--- config.mk ---
export PLATFORM = sky130hd
export DESIGN_NAME = pwm3_timer
export DESIGN_NICKNAME = d
export VERILOG_FILES = /design/src/rtl/pwm3_pkg.sv /design/src/rtl/pwm3_prescaler.sv /design/src/rtl/pwm3_counter.sv /design/src/rtl/pwm3_deadband.sv /design/src/rtl/pwm3_timer.sv
export SDC_FILE = /design/constraint.sdc
export NUM_CORES = 1
export LEC_CHECK = 0
export BUFFER_PORTS_ARGS = -buffer_cell sky130_fd_sc_hd__buf_2
export CAP_MARGIN = 40
export CORE_ASPECT_RATIO = 1.2
export CORE_MARGIN = 3
export CORE_UTILIZATION = 25
export DETAILED_ROUTE_END_ITERATION = 10
export PLACE_DENSITY = 0.37
export SYNTH_ARGS = -nofsm -noshare
export SYNTH_HDL_FRONTEND = slang
export SYNTH_HIERARCHICAL = 1
export SYNTH_SLANG_ARGS = --single-unit
--- constraint.sdc ---
create_clock -name clk -period 3.8 [get_ports clk]
set_input_delay 0.57 -clock clk [delete_from_list [all_inputs] [get_ports clk]]
set_output_delay 0.57 -clock clk [all_outputs]
set_load 0.01 [all_outputs]
--- src/rtl/pwm3_pkg.sv ---
// Shared register addresses and the control register layout for the
// three-channel PWM timer. Assumes a 4-bit byte-address register space.
package pwm3_pkg;

    localparam logic [3:0] ADDR_CTRL    = 4'd0;
    localparam logic [3:0] ADDR_DEAD    = 4'd1;
    localparam logic [3:0] ADDR_IEN     = 4'd2;
    localparam logic [3:0] ADDR_PER_LO  = 4'd4;
    localparam logic [3:0] ADDR_PER_HI  = 4'd5;
    localparam logic [3:0] ADDR_DUTY_LO = 4'd6;  // channel i low byte at 6+2i

    typedef struct packed {
        logic [3:0] clk_sel;
        logic [1:0] spare;
        logic       centre;
        logic       run;
    } ctrl_t;

endpackage

--- src/rtl/pwm3_prescaler.sv ---
// Tick generator: a free-running divider cleared while stopped. Code k below
// the top code yields one tick every 2^k clocks; the top code passes the
// external tick through. Assumes PRE_W == 2^SEL_W - 2.
module pwm3_prescaler #(
    parameter int SEL_W = 4,
    parameter int PRE_W = 14
) (
    input  logic             clk,
    input  logic             rst_n,
    input  logic             run,
    input  logic [SEL_W-1:0] sel,
    input  logic             ext_tick,
    output logic             tick
);
    localparam logic [SEL_W-1:0] EXT_CODE = SEL_W'((1 << SEL_W) - 1);

    logic [PRE_W-1:0] div_q;
    logic [PRE_W:0]   one_hot;
    logic [PRE_W-1:0] mask;

    // Divider counts only while running, restarts from zero when stopped.
    always_ff @(posedge clk) begin
        if (!rst_n || !run) div_q <= '0;
        else                div_q <= div_q + PRE_W'(1);
    end

    // Tick fires when the low sel bits of the divider are all ones.
    always_comb begin
        one_hot = (PRE_W+1)'(1) << sel;
        mask    = one_hot[PRE_W-1:0] - PRE_W'(1);
        if (!run)                 tick = 1'b0;
        else if (sel == EXT_CODE) tick = ext_tick;
        else                      tick = ((div_q & mask) == mask);
    end

endmodule

--- src/rtl/pwm3_counter.sv ---
// Period counter with edge-aligned (wrap) and centre-aligned (up/down)
// modes. Raises a combinational bottom event on the tick that brings the
// counter to its bottom. Assumes the period only changes at a bottom event.
module pwm3_counter #(
    parameter int CNT_W = 10
) (
    input  logic             clk,
    input  logic             rst_n,
    input  logic             run,
    input  logic             centre,
    input  logic             tick,
    input  logic [CNT_W-1:0] period,
    output logic [CNT_W-1:0] cnt,
    output logic             bottom_evt
);
    logic [CNT_W-1:0] cnt_q;
    logic             up_q;

    // Step the counter on each tick according to the mode and direction.
    always_ff @(posedge clk) begin
        if (!rst_n || !run) begin
            cnt_q <= '0;
            up_q  <= 1'b1;
        end else if (tick) begin
            if (period == '0) begin
                cnt_q <= '0;
                up_q  <= 1'b1;
            end else if (!centre) begin
                cnt_q <= (cnt_q >= period) ? '0 : cnt_q + CNT_W'(1);
                up_q  <= 1'b1;
            end else if (up_q) begin
                if (cnt_q >= period) begin
                    cnt_q <= cnt_q - CNT_W'(1);
                    up_q  <= 1'b0;
                end else begin
                    cnt_q <= cnt_q + CNT_W'(1);
                end
            end else if (cnt_q <= CNT_W'(1)) begin
                cnt_q <= '0;
                up_q  <= 1'b1;
            end else begin
                cnt_q <= cnt_q - CNT_W'(1);
            end
        end
    end

    // Bottom event: wrap in edge mode, arrival at zero going down in centre mode.
    always_comb begin
        bottom_evt = run && tick &&
                     ((period == '0) ||
                      (!centre && cnt_q >= period) ||
                      (centre && !up_q && cnt_q <= CNT_W'(1)));
    end

    assign cnt = cnt_q;

    // counter never passes the active period.
    a_r3_within_period: assert property (@(posedge clk) disable iff (!rst_n)
        cnt_q <= period);

    // a running counter without a tick holds its value.
    a_r2_hold_no_tick: assert property (@(posedge clk) disable iff (!rst_n)
        (run && !tick) |=> $stable(cnt_q));

    // a stopped counter returns to zero on the next clock.
    a_r10_stop_clears: assert property (@(posedge clk) disable iff (!rst_n)
        !run |=> (cnt_q == '0));

endmodule

--- src/rtl/pwm3_deadband.sv ---
// Dead-band stage for one complementary pair. Each leg's rising edge waits
// until its raw request has been high for `dead` ticks; falling edges are
// taken on the next clock. Assumes the two raw requests are never both high.
module pwm3_deadband #(
    parameter int DT_W = 4
) (
    input  logic            clk,
    input  logic            rst_n,
    input  logic            tick,
    input  logic [DT_W-1:0] dead,
    input  logic            raw_pri,
    input  logic            raw_sec,
    output logic            out_pri,
    output logic            out_sec
);
    logic [1:0] raw;
    logic [1:0] out_q;

    assign raw = {raw_sec, raw_pri};

    for (genvar g = 0; g < 2; g++) begin : g_leg
        logic [DT_W-1:0] wait_q;

        // Count ticks of a held request; release the output once the count reaches the dead time.
        always_ff @(posedge clk) begin
            if (!rst_n || !raw[g]) begin
                wait_q   <= '0;
                out_q[g] <= 1'b0;
            end else if (wait_q >= dead) begin
                out_q[g] <= 1'b1;
            end else if (tick) begin
                wait_q <= wait_q + DT_W'(1);
            end
        end
    end

    assign out_pri = out_q[0];
    assign out_sec = out_q[1];

    // the two legs of a pair are never high together.
    a_r6_no_overlap: assert property (@(posedge clk) disable iff (!rst_n)
        $onehot0(out_q));

    // an output only rises while its request is still present.
    a_r6_rise_needs_request: assert property (@(posedge clk) disable iff (!rst_n)
        $rose(out_q[0]) |-> $past(raw[0]));

endmodule

--- src/rtl/pwm3_timer.sv ---
// Three-channel complementary PWM timer top. Holds the byte-written
// registers with shadow/active copies, the duty comparators and the
// interrupt pulses, and instantiates prescaler, counter and dead-band stages.
// Assumes 8 < CNT_W <= 16 and register writes of one byte per clock.
module pwm3_timer
    import pwm3_pkg::*;
#(
    parameter int CNT_W = 10,
    parameter int NCH   = 3,
    parameter int DT_W  = 4,
    parameter int SEL_W = 4
) (
    input  logic             clk,
    input  logic             rst_n,
    input  logic             ext_tick,
    input  logic             bus_wr,
    input  logic [3:0]       bus_addr,
    input  logic [7:0]       bus_wdata,
    output logic [CNT_W-1:0] cnt_value,
    output logic [NCH-1:0]   pwm_pri,
    output logic [NCH-1:0]   pwm_sec,
    output logic [NCH-1:0]   irq_match,
    output logic             irq_bottom
);
    localparam int HI_W  = CNT_W - 8;
    localparam int PRE_W = (1 << SEL_W) - 2;

    ctrl_t            ctrl_q;
    logic [DT_W-1:0]  dead_q;
    logic [NCH:0]     ien_q;
    logic [CNT_W-1:0] per_sh_q, per_act_q;
    logic [CNT_W-1:0] duty_sh_q  [NCH];
    logic [CNT_W-1:0] duty_act_q [NCH];
    logic             tick, bottom_evt, load_act;
    logic             stepped_q, bottom_q;
    logic [CNT_W-1:0] cnt;

    // Control, dead-time, enable and period shadow registers.
    always_ff @(posedge clk) begin
        if (!rst_n) begin
            ctrl_q   <= '0;
            dead_q   <= '0;
            ien_q    <= '0;
            per_sh_q <= '0;
        end else if (bus_wr) begin
            case (bus_addr)
                ADDR_CTRL:   ctrl_q               <= ctrl_t'(bus_wdata);
                ADDR_DEAD:   dead_q               <= bus_wdata[DT_W-1:0];
                ADDR_IEN:    ien_q                <= bus_wdata[NCH:0];
                ADDR_PER_LO: per_sh_q[7:0]        <= bus_wdata;
                ADDR_PER_HI: per_sh_q[CNT_W-1:8]  <= bus_wdata[HI_W-1:0];
                default: ;
            endcase
        end
    end

    // Active copies follow shadows while stopped or at a bottom event.
    assign load_act = !ctrl_q.run || bottom_evt;

    // Active period register.
    always_ff @(posedge clk) begin
        if (!rst_n)        per_act_q <= '0;
        else if (load_act) per_act_q <= per_sh_q;
    end

    pwm3_prescaler #(.SEL_W(SEL_W), .PRE_W(PRE_W)) u_pre (
        .clk      (clk),
        .rst_n    (rst_n),
        .run      (ctrl_q.run),
        .sel      (ctrl_q.clk_sel),
        .ext_tick (ext_tick),
        .tick     (tick)
    );

    pwm3_counter #(.CNT_W(CNT_W)) u_cnt (
        .clk        (clk),
        .rst_n      (rst_n),
        .run        (ctrl_q.run),
        .centre     (ctrl_q.centre),
        .tick       (tick),
        .period     (per_act_q),
        .cnt        (cnt),
        .bottom_evt (bottom_evt)
    );

    for (genvar c = 0; c < NCH; c++) begin : g_ch
        localparam logic [3:0] LO_ADDR = ADDR_DUTY_LO + 4'(2 * c);
        localparam logic [3:0] HI_ADDR = LO_ADDR + 4'd1;
        logic raw_pri, raw_sec;

        // Duty shadow register for this channel.
        always_ff @(posedge clk) begin
            if (!rst_n) begin
                duty_sh_q[c] <= '0;
            end else if (bus_wr && bus_addr == LO_ADDR) begin
                duty_sh_q[c][7:0] <= bus_wdata;
            end else if (bus_wr && bus_addr == HI_ADDR) begin
                duty_sh_q[c][CNT_W-1:8] <= bus_wdata[HI_W-1:0];
            end
        end

        // Duty active register, reloaded with the period.
        always_ff @(posedge clk) begin
            if (!rst_n)        duty_act_q[c] <= '0;
            else if (load_act) duty_act_q[c] <= duty_sh_q[c];
        end

        // Comparator: primary request below duty, secondary otherwise, none when stopped.
        always_comb begin
            raw_pri = ctrl_q.run && (cnt < duty_act_q[c]);
            raw_sec = ctrl_q.run && !(cnt < duty_act_q[c]);
        end

        pwm3_deadband #(.DT_W(DT_W)) u_db (
            .clk     (clk),
            .rst_n   (rst_n),
            .tick    (tick),
            .dead    (dead_q),
            .raw_pri (raw_pri),
            .raw_sec (raw_sec),
            .out_pri (pwm_pri[c]),
            .out_sec (pwm_sec[c])
        );

        // Match pulse for the clock after the counter steps onto duty.
        assign irq_match[c] = ien_q[c] && stepped_q && (cnt == duty_act_q[c]);
    end

    // Flags of the previous clock: counter step and bottom event.
    always_ff @(posedge clk) begin
        if (!rst_n) begin
            stepped_q <= 1'b0;
            bottom_q  <= 1'b0;
        end else begin
            stepped_q <= tick;
            bottom_q  <= bottom_evt;
        end
    end

    assign irq_bottom = ien_q[NCH] && bottom_q;
    assign cnt_value  = cnt;

    // a bottom event always leaves the counter at zero.
    a_r9_bottom_at_zero: assert property (@(posedge clk) disable iff (!rst_n)
        bottom_q |-> (cnt == '0));

    // while running, the active period only changes at a bottom event.
    a_r7_period_held: assert property (@(posedge clk) disable iff (!rst_n)
        (ctrl_q.run && !bottom_evt) |=> $stable(per_act_q));

    // a stopped block drives all primaries low on the next clock.
    a_r5_stopped_low: assert property (@(posedge clk) disable iff (!rst_n)
        !ctrl_q.run |=> (pwm_pri == '0 && pwm_sec == '0));

    // match pulses only appear when the counter has just stepped.
    a_r8_match_on_step: assert property (@(posedge clk) disable iff (!rst_n)
        (irq_match != '0) |-> stepped_q);

endmodule

==> metrics.md, run 1 <==
| Metric | Value |
|---|---|
| Max-Slew Margin vs Limit | 0.5487 |
| Mean routed wirelength per cell | 16.46 um |
| Vias in the first global route | 6591 |
| Die ar. | 0.03664 mm^2 |
| Worst-Margin Slew | 0.6761 ns |
| Endpoints failing hold | 0 |
| Row count | 73 |
| Final TNS setup | 0 ns |
| Critical Path RT | 4.14 ns |
| Ys async rst share | 0 |
| Syn nets | 995 |
| Max-Cap Viols | 0 |
| Clock tree root buffer cell | clkbuf_16 |
| Syn avg cell area | 9.506 um^2 |
| Via count | 6549 |
| Layout area overhead | 16.34% |
| Boundary pin count | 36 |
| CTS tree | built |
| N_diodes | 0 |
| DRT iter0 DRCs | 360 |
| Via density | 4.615 |
| Clock H-tree levels | 4 |
| Critical path class | register to register |
| Data arrival, critical path | 3.84 ns |
| Grt ovf | 0 |
| DR pass1 iterations | 5 |
| GPL Wtd Cong | 0.7964 |
| # nets final | 1047 |
| Gr usage total | 0.1322 |
| Comb pwr share | 0.049 |
| Sw Share | 0.2358 |
| Clock tree buffer depth | 2 |
| Fmax achieved | 0.2851 GHz |
| FILL cells | 3556 |
| Period utilisation layout | 0.9230 |
| Outcome | finished clean |
| Cell internal pwr | 2.761 mW |
| Crit path launch type | register |
| Most used flip-flop cell after synthesis | dfxtp_1 |
| Clk sinks | 151 |
| Register Area | 0.003625 mm^2 |
| Fraction of layout cells with a size suffix above 1 | 0.1238 |
| Total CTS buffers | 17 |
| CP Max Fanout | 21 |
| Die Y | 209.1 um |
| Yosys warning count | 6 |
| Lkg Pwr | 3.790 nW |
| Max VDD drop | 0.1996 mV |
| Final core occ | 0.2982 |
| RSZ-0062 raised after global routing | no |
| Cells after Synth | 904 |
| PD cells | 361.4 mW/mm^2 |
| Chip Width | 175.2 um |
| Latest clock arrival within the worst-skew pair | 0.42 ns |
| Sequential Power Share | 0.482 |
| Initial Util | 0.2564 |
| Shortest period the worst path allows | 3.508 ns |
| Clk_skew | 0.008093 ns |
| EDFF count, synth | 60 |
| Worst setup EP type | register |
| Unique masters post-synth | 77 |
| Synthesized area | 0.008593 mm^2 |
| Final HPWL DP | 17510 um |
| Total Wirelength | 23360 um |
| Area of the multi-input gates | 0.004577 mm^2 |
| Initial antenna violation count | 1 |
| Switching pwr | 0.8518 mW |
| Clock power share | 0.468 |
| First-pass GRT wire length | 37980 um |
| Final setup vio count | 0 |
| DRT antenna net count | 0 |
| Count of final max-slew check failures | 0 |
| IO Port Bufs | 35 |
| Flops & latches, synth | 151 |
| Min-Delay Path Class | register to register |
| Core area | 0.03352 mm^2 |
| Largest net degree at the start of global routing | 37 |
| DRC errors left | 0 |
| Seq/Total Area, Yosys | 0.4217 |
| Clock-pin slew on the worst setup and hold paths | 0.07 ns |
worst max-delay path, stage by stage (launching register included):
cell      delay [ns]
dfxtp_1         0.31
nor3_1          0.30
nand2b_2        0.10
ha_1            0.31
nor2b_1         0.19
o21ai_1         0.18
o21ai_2         0.08
a211o_2         0.33
o21bai_2        0.20
buf_6           0.23
or4b_1          0.47
a21o_1          0.21
a2111o_1        0.40
o21ai_0         0.09
per-stage QoR:
step	cells	power, mW	hold slack (ns)	area (um^2)	setup slack [ns]
floorplan	904	1.879	0.4358	8597	0.008698
CTS	1419	3.685	0.4675	9986	0.1757
global route	1419	3.778	0.4842	9997	0.04545
detailed placement	1387	1.962	0.4564	9408	0.2005
global placement	1387	1.961	0.4543	9408	0.2788
finish	1419	3.613	0.4661	9997	0.2925
routing by layer:
metal	vias up	global-route usage	wire length, um
met5	-	0	13
met4	2	0.04129	403
met3	25	0.02508	735
met2	92	0.2128	11000
met1	3048	0.1791	11200
li1	3382	-	-
logic make-up (layout without fill, tap and decap cells):
family / count (synthesis) / after routing / synth area share
XOR/XNOR: 18 / 18 / 0.01835
AND/OR/NAND/NOR: 342 / 342 / 0.2231
buffers and inverters: 99 / 164 / 0.04747
adder cells (fa/ha/maj): 75 / 75 / 0.1092
multiplexers: 24 / 24 / 0.02796
flip-flops: 151 / 151 / 0.4217
AO/OA/AOI/OAI: 195 / 195 / 0.1523
worst paths after layout:
path / from / to / slack, ns / cells past startpoint
max: ctrl_q[5] / g_ch[1].u_db/g_leg[0].wait_q[3] / 0.29 / 13
min: per_sh_q[6] / per_act_q[6] / 0.47 / 1
max reg2reg: ctrl_q[5] / g_ch[1].u_db/g_leg[0].wait_q[3] / 0.29 / 13
min reg2reg: per_sh_q[6] / per_act_q[6] / 0.47 / 1
power by group through the flow:
stage	Sequential [mW]	Combinational [mW]	Clock [mW]
final	1.74	0.178	1.69
after global routing	1.75	0.204	1.83
after CTS	1.74	0.183	1.76
after detailed placement	1.78	0.182	0
after global placement	1.78	0.181	0
after floorplan	1.77	0.109	0
synthesized netlist by cell type (3+ instances only):
library cell	number	area share
a2111o_1	9	0.012
a2111oi_0	3	0.0031
a211oi_1	10	0.0087
a21bo_2	3	0.0035
a21boi_0	3	0.0026
a21o_1	3	0.0026
a21oi_1	54	0.031
a221oi_1	3	0.0031
a22o_1	10	0.010
a31oi_1	9	0.0066
and2_1	65	0.047
and3_1	10	0.0073
and3b_1	6	0.0061
buf_2	5	0.0029
buf_4	4	0.0035
clkbuf_1	12	0.0052
dfxtp_1	91	0.21
edfxtp_1	60	0.21
ha_1	75	0.11
inv_1	73	0.032
mux2i_1	24	0.028
nand2_1	43	0.019
nand2b_1	23	0.017
nand3_1	52	0.030
nand3b_1	9	0.0079
nand4_1	12	0.0087
nor2_1	63	0.028
nor2b_1	5	0.0036
nor3_1	11	0.0064
nor3b_1	3	0.0026
nor4_1	6	0.0044
nor4b_1	4	0.0041
o21ai_0	51	0.030
o21ai_1	6	0.0035
o311a_1	3	0.0035
or2_2	8	0.0058
or4_1	3	0.0026
or4b_1	4	0.0047
xnor2_1	13	0.013
xor2_1	5	0.0051
registers in the layout (all words and copies together), names as in the netlist, 4 cells and up:
name and count:
ctrl_q 6, dead_q 4, duty_act_q 30, duty_sh_q 30
g_ch.u_db/g_leg.wait_q 24, ien_q 4, per_act_q 10, per_sh_q 10
u_cnt/cnt 10, u_pre/div_q 14
layout by cell type (no fill, tap or decap), drive strengths merged, types with 10 or more instances in the layout:
master,Yosys,final
a22o,10,10
ha,75,75
nand2b,24,24
nand3,52,52
a21oi,54,54
mux2i,24,24
and3,11,11
dfxtp,91,91
clkbuf,12,18
a211oi,10,10
inv,74,77
nor3,14,14
xnor2,13,13
nand4,12,12
buf,13,58
nand2,43,43
and2,65,65
nor2,64,64
o21ai,58,58
edfxtp,60,60
repair_timing:
action	4_1_cts	5_1_grt
resized for setup	0	3
setup buffers	0	0
setup endpoints to repair	0	7
hold buffers	0	0
final cells by class:
type                            count  share of cell area
Clock inverter                     14             0.01489
Clock buffer                       18             0.04293
Multi-Input combinational cell    654              0.4578
Sequential cell                   151              0.3626
Timing Repair Buffer               58             0.03767
Inverter                           74             0.02778
Tap cell                          450             0.05632
No activity file was read; power rests on OpenSTA's default activity.
==> run 2: changes to the inputs <==
- PLACE_DENSITY: 0.37 -> 0.36
- SYNTH_HIERARCHICAL: 1 -> default
- clock period: 3.8 -> 3.5 ns (I/O delays scaled with it)
==> metrics.md, run 2 <==
| Metric | Value |
|---|---|
| Crit-path leading delay family | simple AND/OR/NAND/NOR gates |
| Unique masters post-synth | 65 (-16%) |
| Gr usage total | 0.1293 (-0.002914) |
| Final TNS setup | 0 ns (unchanged) |
| Ys async rst share | 0 (unchanged) |
| Clock tree buffer depth | 2 (unchanged) |
| Global route hottest layer | met2 |
| Crit path largest cell delay | 0.52 ns (+0.05 ns) |
| Crit path launch type | register |
| Period utilisation layout | 0.8645 (-0.05858) |
| Clk_skew | 0.01077 ns (+0.002677 ns) |
| EDFF count, synth | 60 (unchanged) |
| Endpoints failing hold | 0 (unchanged) |
| Top-count cell post-synth | dfxtp_1 |
| N_diodes | 0 (unchanged) |
| Fmax achieved | 0.3305 GHz (+16%) |
| Cells along the critical path | nand2b_1 > ha_1 > nor2_1 > o211a_1 > a2111o_1 > nor4_2 > a22oi_2 > buf_4 > or4_1 > a21oi_1 |
| Initial antenna violation count | 0 (-1) |
| Clock-pin slew on the worst setup and hold paths | 0.07 ns (about the same) |
| Most frequent cells after synthesis | 91 x dfxtp_1, 85 x nor2_1, 75 x ha_1 |
| Yosys warning count | 0 (-6) |
| Max-Cap Viols | 0 (unchanged) |
| Data arrival, critical path | 3.38 ns (-0.46 ns) |
| Hold depth | 3 (+2) |
| Synth Area in Adders | 0.1104 (+0.001206) |
| # nets final | 1037 (-0.96%) |
| Biggest regs | duty_act_q x30, duty_sh_q x30, g_ch.u_db.g_leg.wait_q x24 |
| Via count | 6344 (-3.1%) |
| Min-Delay Path Class | input pin to register |
| First-pass GRT wire length | 36630 um (-3.6%) |
| Syn avg cell area | 9.289 um^2 (-2.3%) |
| Shortest period the worst path allows | 3.026 ns (-0.4819 ns) |
| Worst r2r src | ctrl_q[4] |
| DRT iter0 DRCs | 328 (-8.9%) |
| Grt ovf | 0 (unchanged) |
| IO Port Bufs | 35 (unchanged) |
| R2R cell count | 10 (-3) |
| DRC errors left | 0 (unchanged) |
| # resized after CTS | 0 (unchanged) |
| Max VDD drop | 0.3081 mV (+54%) |
| Syn nets | 1006 (+1.1%) |
| Critical path class | register to register |
| Fraction of layout cells with a size suffix above 1 | 0.1210 (-0.002880) |
| Slowest cell on crit path | or4_1 |
| Worst-Margin Slew | 0.7873 ns (+0.1112 ns) |
| Die ar. | 0.03626 mm^2 (-1.1%) |
| Met3 GRT Util | 0.02464 (-0.0004378) |
| Clock H-tree levels | 4 (unchanged) |
| RSZ-0062 raised after global routing | no |
| Outcome | finished clean |
| Lkg Pwr | 3.816 nW (+0.68%) |
| Worst setup EP type | register |
| CTS tree | built |
| Chip Width | 174.3 um (-0.53%) |
| Cells after Synth | 915 (+1.2%) |
| GPL Wtd Cong | 0.7937 (-0.34%) |
| Final setup vio count | 0 (unchanged) |
| Post-synthesis simple-gate area fraction | 0.2045 (-0.01859) |
| Largest net degree at the start of global routing | 41 (+11%) |
| CTS Hold Buffers Added | 0 (unchanged) |
| Postcts setup bufs | 0 (unchanged) |
| Seq/Total Area, Yosys | 0.4263 (+0.004656) |
| DRT antenna net count | 0 (unchanged) |
| Commonest non-fill, non-tap cells in the layout | 91 x dfxtp_1, 84 x nor2_1, 75 x ha_1, 65 x inv_1, 62 x nand2_1 |
| PD cells | 397.8 mW/mm^2 (+10%) |
| Compound-Gate Fraction of Synth Area | 0.1463 (-0.005973) |
| Total Wirelength | 23000 um (-1.5%) |
| Final core occ | 0.2950 (-0.003207) |
| Commonest non-fill, non-tap cell in the layout | dfxtp_1 |
| Latest clock arrival within the worst-skew pair | 0.43 ns (about the same) |
| Vias in the first global route | 6300 (-4.4%) |
| Hold Startpoint | bus_wdata[0] |
| Synth top area share | 0.2143 (+0.002341) |
| RR Endpoint | g_ch[0].u_db.g_leg[0].wait_q[3] |
| Largest cells by area after synthesis | dfxtp_1 21%, edfxtp_1 21%, ha_1 11%, and2_1 3.9%, nor2_1 3.8% |
| Via density | 4.502 (-2.4%) |
| Count of final max-slew check failures | 0 (unchanged) |
| Final HPWL DP | 17140 um (-2.1%) |
| Mean routed wirelength per cell | 16.33 um (-0.82%) |
| Met2 Use GR | 0.2049 (-0.007966) |
| Xor and xnor area share after synthesis | 0.02473 (+0.006385) |
| DR pass1 iterations | 4 (-1) |
| Grt met1 use | 0.1794 (+0.0002498) |
| Clock tree root buffer cell | clkbuf_16 |
| Boundary pin count | 36 (unchanged) |
| Layout area overhead | 15.72% |
| Row count | 73 (unchanged) |
| Clk sinks | 151 (unchanged) |
| Core area | 0.03334 mm^2 (-0.55%) |
| Largest area contributor in the synthesized netlist | dfxtp_1 |
| Most used flip-flop cell after synthesis | dfxtp_1 |
| Synthesized area | 0.008499 mm^2 (-1.1%) |
| CP Max Fanout | 26 (+24%) |
| Mux share of post-synthesis cell area | 0.03077 (+0.002811) |
| Critical Path RT | 3.86 ns (-0.28 ns) |
| Initial Util | 0.2549 (-0.001410) |
| Max-Slew Margin vs Limit | 0.4727 (-0.07597) |
| Main combinational cell family by area after synthesis | simple AND/OR/NAND/NOR gates |
| Total CTS buffers | 17 (unchanged) |
| Buf+Inv Stages, Crit Path | 1 (unchanged) |
| Die Y | 208.0 um (-0.53%) |
| R2R setup slack | 0.47 ns (+0.18 ns) |
| Flops & latches, synth | 151 (unchanged) |
| Hold Path End | per_sh_q[8] |
run 2: worst min-delay path: cells and delay by family:
| kind | cells | cell delay, ns |
|---|---|---|
| AO/OA/AOI/OAI | 1 | 0.05 |
| buffers and inverters | 1 | 0.12 |
| AND/OR/NAND/NOR | 1 | 0.06 |
run 2: area by class of cell:
class	instances	area (um^2)
clock inverters	14	138.9
well taps	450	563.0
repair buffers	62	410.4
flip-flops and latches	151	3623
multi-input cells	648	4423
inverters	66	247.7
fillers	3545	23500
clock buffers	18	429.2
run 2: stage by stage:
| stage | power (mW) | cell area [um^2] | instances | hold slack (ns) | setup slack, ns |
|---|---|---|---|---|---|
| 3_3_place_gp | 2.140 | 9240 | 1376 | 0.4431 | 0.2703 |
| 4_1_cts | 3.988 | 9836 | 1409 | 0.3386 | 0.4355 |
| 2_1_floorplan | 2.054 | 8524 | 915 | 0.4259 | 0.05680 |
| 6_report | 3.912 | 9836 | 1409 | 0.3637 | 0.4744 |
| 5_1_grt | 4.084 | 9836 | 1409 | 0.3684 | 0.2428 |
| 3_5_place_dp | 2.139 | 9268 | 1377 | 0.4482 | 0.4563 |
run 2: metal layers:
layer  routed length, um  share of wire
met1               11510           0.50
met2               10550           0.46
met3                 647          0.028
met4                 293          0.013
met5                   0              0
run 2: power breakdown:
part	internal [mW]	switching (mW)	leakage, nW
Clock	1.00	0.819	0.272
Combinational	0.0736	0.129	2.18
Sequential	1.87	0.0174	1.37
run 2: how the worst max path moves through the flow:
| stage | startpoint | endpoint | slack, ns | depth (start not counted) |
|---|---|---|---|---|
| 6_report | ctrl_q[4] | g_ch[0].u_db.g_leg[0].wait_q[3] | 0.47 | 10 |
| 5_1_grt | ctrl_q[4] | g_ch[2].u_db.g_leg[0].wait_q[3] | 0.24 | 10 |
| 4_1_cts | ctrl_q[4] | g_ch[2].u_db.g_leg[0].wait_q[3] | 0.44 | 10 |
| 3_5_place_dp | ctrl_q[4] | g_ch[2].u_db.g_leg[0].wait_q[3] | 0.46 | 10 |
| 3_3_place_gp | ctrl_q[4] | duty_act_q[2][3] | 0.27 | 8 |
| 2_1_floorplan | ctrl_q[6] | duty_act_q[0][0] | 0.06 | 15 |
run 2: logic make-up (layout without fill, tap and decap cells):
family,after synthesis,after routing
and+or+nand+nor,339,339
AOI/OAI and AO/OA,184,184
DFF,151,151
buffers and inverters,116,160
adders and majority gates,75,75
muxes,26,26
xor gates and xnor gates,24,24
==> run 3: changes to the inputs <==
- CORE_UTILIZATION: 25 -> 40
- PLACE_DENSITY: 0.36 -> 0.53
==> metrics.md, run 3 (synthesis gave the netlist of run 2 again) <==
| Metric | Value |
|---|---|
| Outcome | finished clean |
| PD cells | 399.0 mW/mm^2 (+0.30%) |
| CTS Hold Buffers Added | 0 (unchanged) |
| N_diodes | 0 (unchanged) |
| Via count | 6444 (+1.6%) |
| Via density | 5.286 (+17%) |
| Crit. Startpoint | ctrl_q[4] |
| RSZ-0062 raised after global routing | no |
| Gr usage total | 0.1805 (+0.05117) |
| IO Port Bufs | 35 (unchanged) |
| Fraction of layout cells with a size suffix above 1 | 0.1153 (-0.005655) |
| Met3 GRT Util | 0.02970 (+0.005056) |
| Fmax achieved | 0.3224 GHz (-2.4%) |
| Commonest non-fill, non-tap cells in the layout | 91 x dfxtp_1, 84 x nor2_1, 75 x ha_1, 65 x inv_1, 62 x nand2_1 |
| DRT iter0 DRCs | 342 (+4.3%) |
| Lkg Pwr | 3.781 nW (-0.92%) |
| Row count | 57 (-22%) |
| Max-Cap Viols | 0 (unchanged) |
| R2R setup slack | 0.40 ns (-0.08 ns) |
| Clock power share | 0.451 (-0.014) |
| Cell area after layout | 0.009528 mm^2 (-3.1%) |
| Hold depth | 3 (unchanged) |
| Clock H-tree levels | 4 (unchanged) |
| Endpoints failing hold | 0 (unchanged) |
| Cell internal pwr | 2.867 mW (-2.7%) |
| Clock tree root buffer cell | clkbuf_16 |
| Count of final max-slew check failures | 0 (unchanged) |
| DR pass1 iterations | 5 (+1) |
| Final setup vio count | 0 (unchanged) |
| Vias in the first global route | 6212 (-1.4%) |
| Chip Width | 139.1 um (-20%) |
| Clk_skew | 0.01021 ns (-0.0005596 ns) |
| Initial antenna violation count | 0 (unchanged) |
| Crit path largest cell delay | 0.54 ns (+0.02 ns) |
| Grt met1 use | 0.2503 (+0.07092) |
| Largest net degree at the start of global routing | 54 (+32%) |
| Period utilisation layout | 0.8861 (+0.02167) |
| Sw Share | 0.2457 (-0.001093) |
| Die Y | 165.7 um (-20%) |
| DRC errors left | 0 (unchanged) |
| Biggest regs | duty_act_q x30, duty_sh_q x30, g_ch.u_db.g_leg.wait_q x24 |
| Worst setup path end | duty_act_q[1][3] |
| Latest clock arrival within the worst-skew pair | 0.42 ns (about the same) |
| Cells along the critical path | nand2b_1 > ha_1 > nor2_1 > o211a_1 > a2111o_1 > nor4_2 > a22oi_2 > buf_12 > o21ai_4 > buf_4 |
| CP Max Fanout | 30 (+15%) |
| # nets final | 1032 (-0.48%) |
| Final HPWL DP | 14860 um (-13%) |
| Worst r2r src | ctrl_q[4] |
| Boundary pin count | 36 (unchanged) |
| Area after DPL | 0.008985 mm^2 (-3.1%) |
| Max-Slew Margin vs Limit | 0.4583 (-0.01438) |
| Total CTS buffers | 17 (unchanged) |
| Global route hottest layer | met2 |
| Sequential Power Share | 0.498 (+0.015) |
| Final TNS setup | 0 ns (unchanged) |
| Worst setup EP type | register |
| Grt ovf | 0 (unchanged) |
| Commonest non-fill, non-tap cell in the layout | dfxtp_1 |
| # resized after CTS | 0 (unchanged) |
| CTS tree | built |
| Clock-pin slew on the worst setup and hold paths | 0.06 ns (about the same) |
| Crit path launch type | register |
| Clock tree buffer depth | 2 (unchanged) |
| Critical Path RT | 3.59 ns (-0.27 ns) |
| Data arrival, critical path | 3.19 ns (-0.19 ns) |
| Initial Util | 0.4138 (+0.1589) |
| Comb pwr share | 0.051 (about the same) |
| Worst-Margin Slew | 0.8088 ns (+0.02147 ns) |
| Clk sinks | 151 (unchanged) |
| Layout area overhead | 12.10% |
| Total Wirelength | 20310 um (-12%) |
| R2R cell count | 10 (unchanged) |
| Crit path depth | 10 (unchanged) |
| Buf+Inv Stages, Crit Path | 2 (+1) |
| Critical path class | register to register |
| Core area | 0.02054 mm^2 (-38%) |
| GPL Wtd Cong | 0.8377 (+5.5%) |
| RR Endpoint | duty_act_q[1][3] |
| Shortest period the worst path allows | 3.101 ns (+0.07584 ns) |
| Met2 Use GR | 0.2837 (+0.07879) |
| Slowest cell on crit path | dfxtp_1 |
| First-pass GRT wire length | 33420 um (-8.8%) |
| DRT antenna net count | 0 (unchanged) |
| Postcts setup bufs | 0 (unchanged) |
| Switching pwr | 0.9338 mW (-3.3%) |
| Max VDD drop | 0.3285 mV (+6.6%) |
| Min-Delay Path Class | input pin to register |
| Mean routed wirelength per cell | 16.66 um (+2.0%) |
| Crit-path leading delay family | compound AO/OA/AOI/OAI gates |
| Die ar. | 0.02304 mm^2 (-36%) |
-- run 3: area by class of cell --
type / count / area, um^2
inverter: 66 / 247.7
fill: 1990 / 11010
multi-input combinational: 648 / 4417
sequential: 151 / 3623
clock buffer: 17 / 425.4
clock inverter: 15 / 117.6
tap: 265 / 331.6
timing repair buffer: 57 / 365.4
-- run 3: metrics by stage --
| stage | setup WS (ns) | util | total power [mW] | std cells | hold WS (ns) |
|---|---|---|---|---|---|
| finish | 0.3986 | 0.4639 | 3.801 | 1219 | 0.3738 |
| global route | 0.1773 | 0.4639 | 3.949 | 1219 | 0.3621 |
| CTS | 0.3878 | 0.4639 | 3.844 | 1219 | 0.3482 |
| detailed placement | 0.4015 | 0.4374 | 2.127 | 1187 | 0.4458 |
| global placement | 0.4862 | 0.4374 | 2.127 | 1187 | 0.4335 |
| floorplan | 0.05680 | - | 2.054 | 915 | 0.4259 |
-- run 3: worst min-delay path: cells and delay by family --
kind,cells,cell delay (ns)
AO/OA/AOI/OAI,1,0.05
buffers and inverters,1,0.12
AND/OR/NAND/NOR,1,0.05
-- run 3: power groups by stage --
stage	clock, mW	sequential [mW]	combinational (mW)
after floorplan	0	1.92	0.133
after global placement	0	1.93	0.195
after detailed placement	0	1.93	0.195
after CTS	1.76	1.89	0.196
after global routing	1.83	1.90	0.219
final	1.72	1.89	0.193
-- run 3: how the worst min path moves through the flow --
stage                          from              endpoint  slack, ns
6_report               bus_wdata[0]           per_sh_q[8]       0.37
3_3_place_gp   g_ch[2].u_db.out_sec  g_ch[2].u_db.out_sec       0.43
3_5_place_dp            per_sh_q[9]          per_act_q[9]       0.45
5_1_grt                bus_wdata[0]           per_sh_q[8]       0.36
2_1_floorplan  g_ch[2].u_db.out_sec  g_ch[2].u_db.out_sec       0.43
4_1_cts                bus_wdata[0]           per_sh_q[8]       0.35
-- run 3: layer usage --
metal	vias up	share of wire
met5	-	0
met3	27	0.026
met4	0	0.021
li1	3318	-
met1	2995	0.49
met2	104	0.46
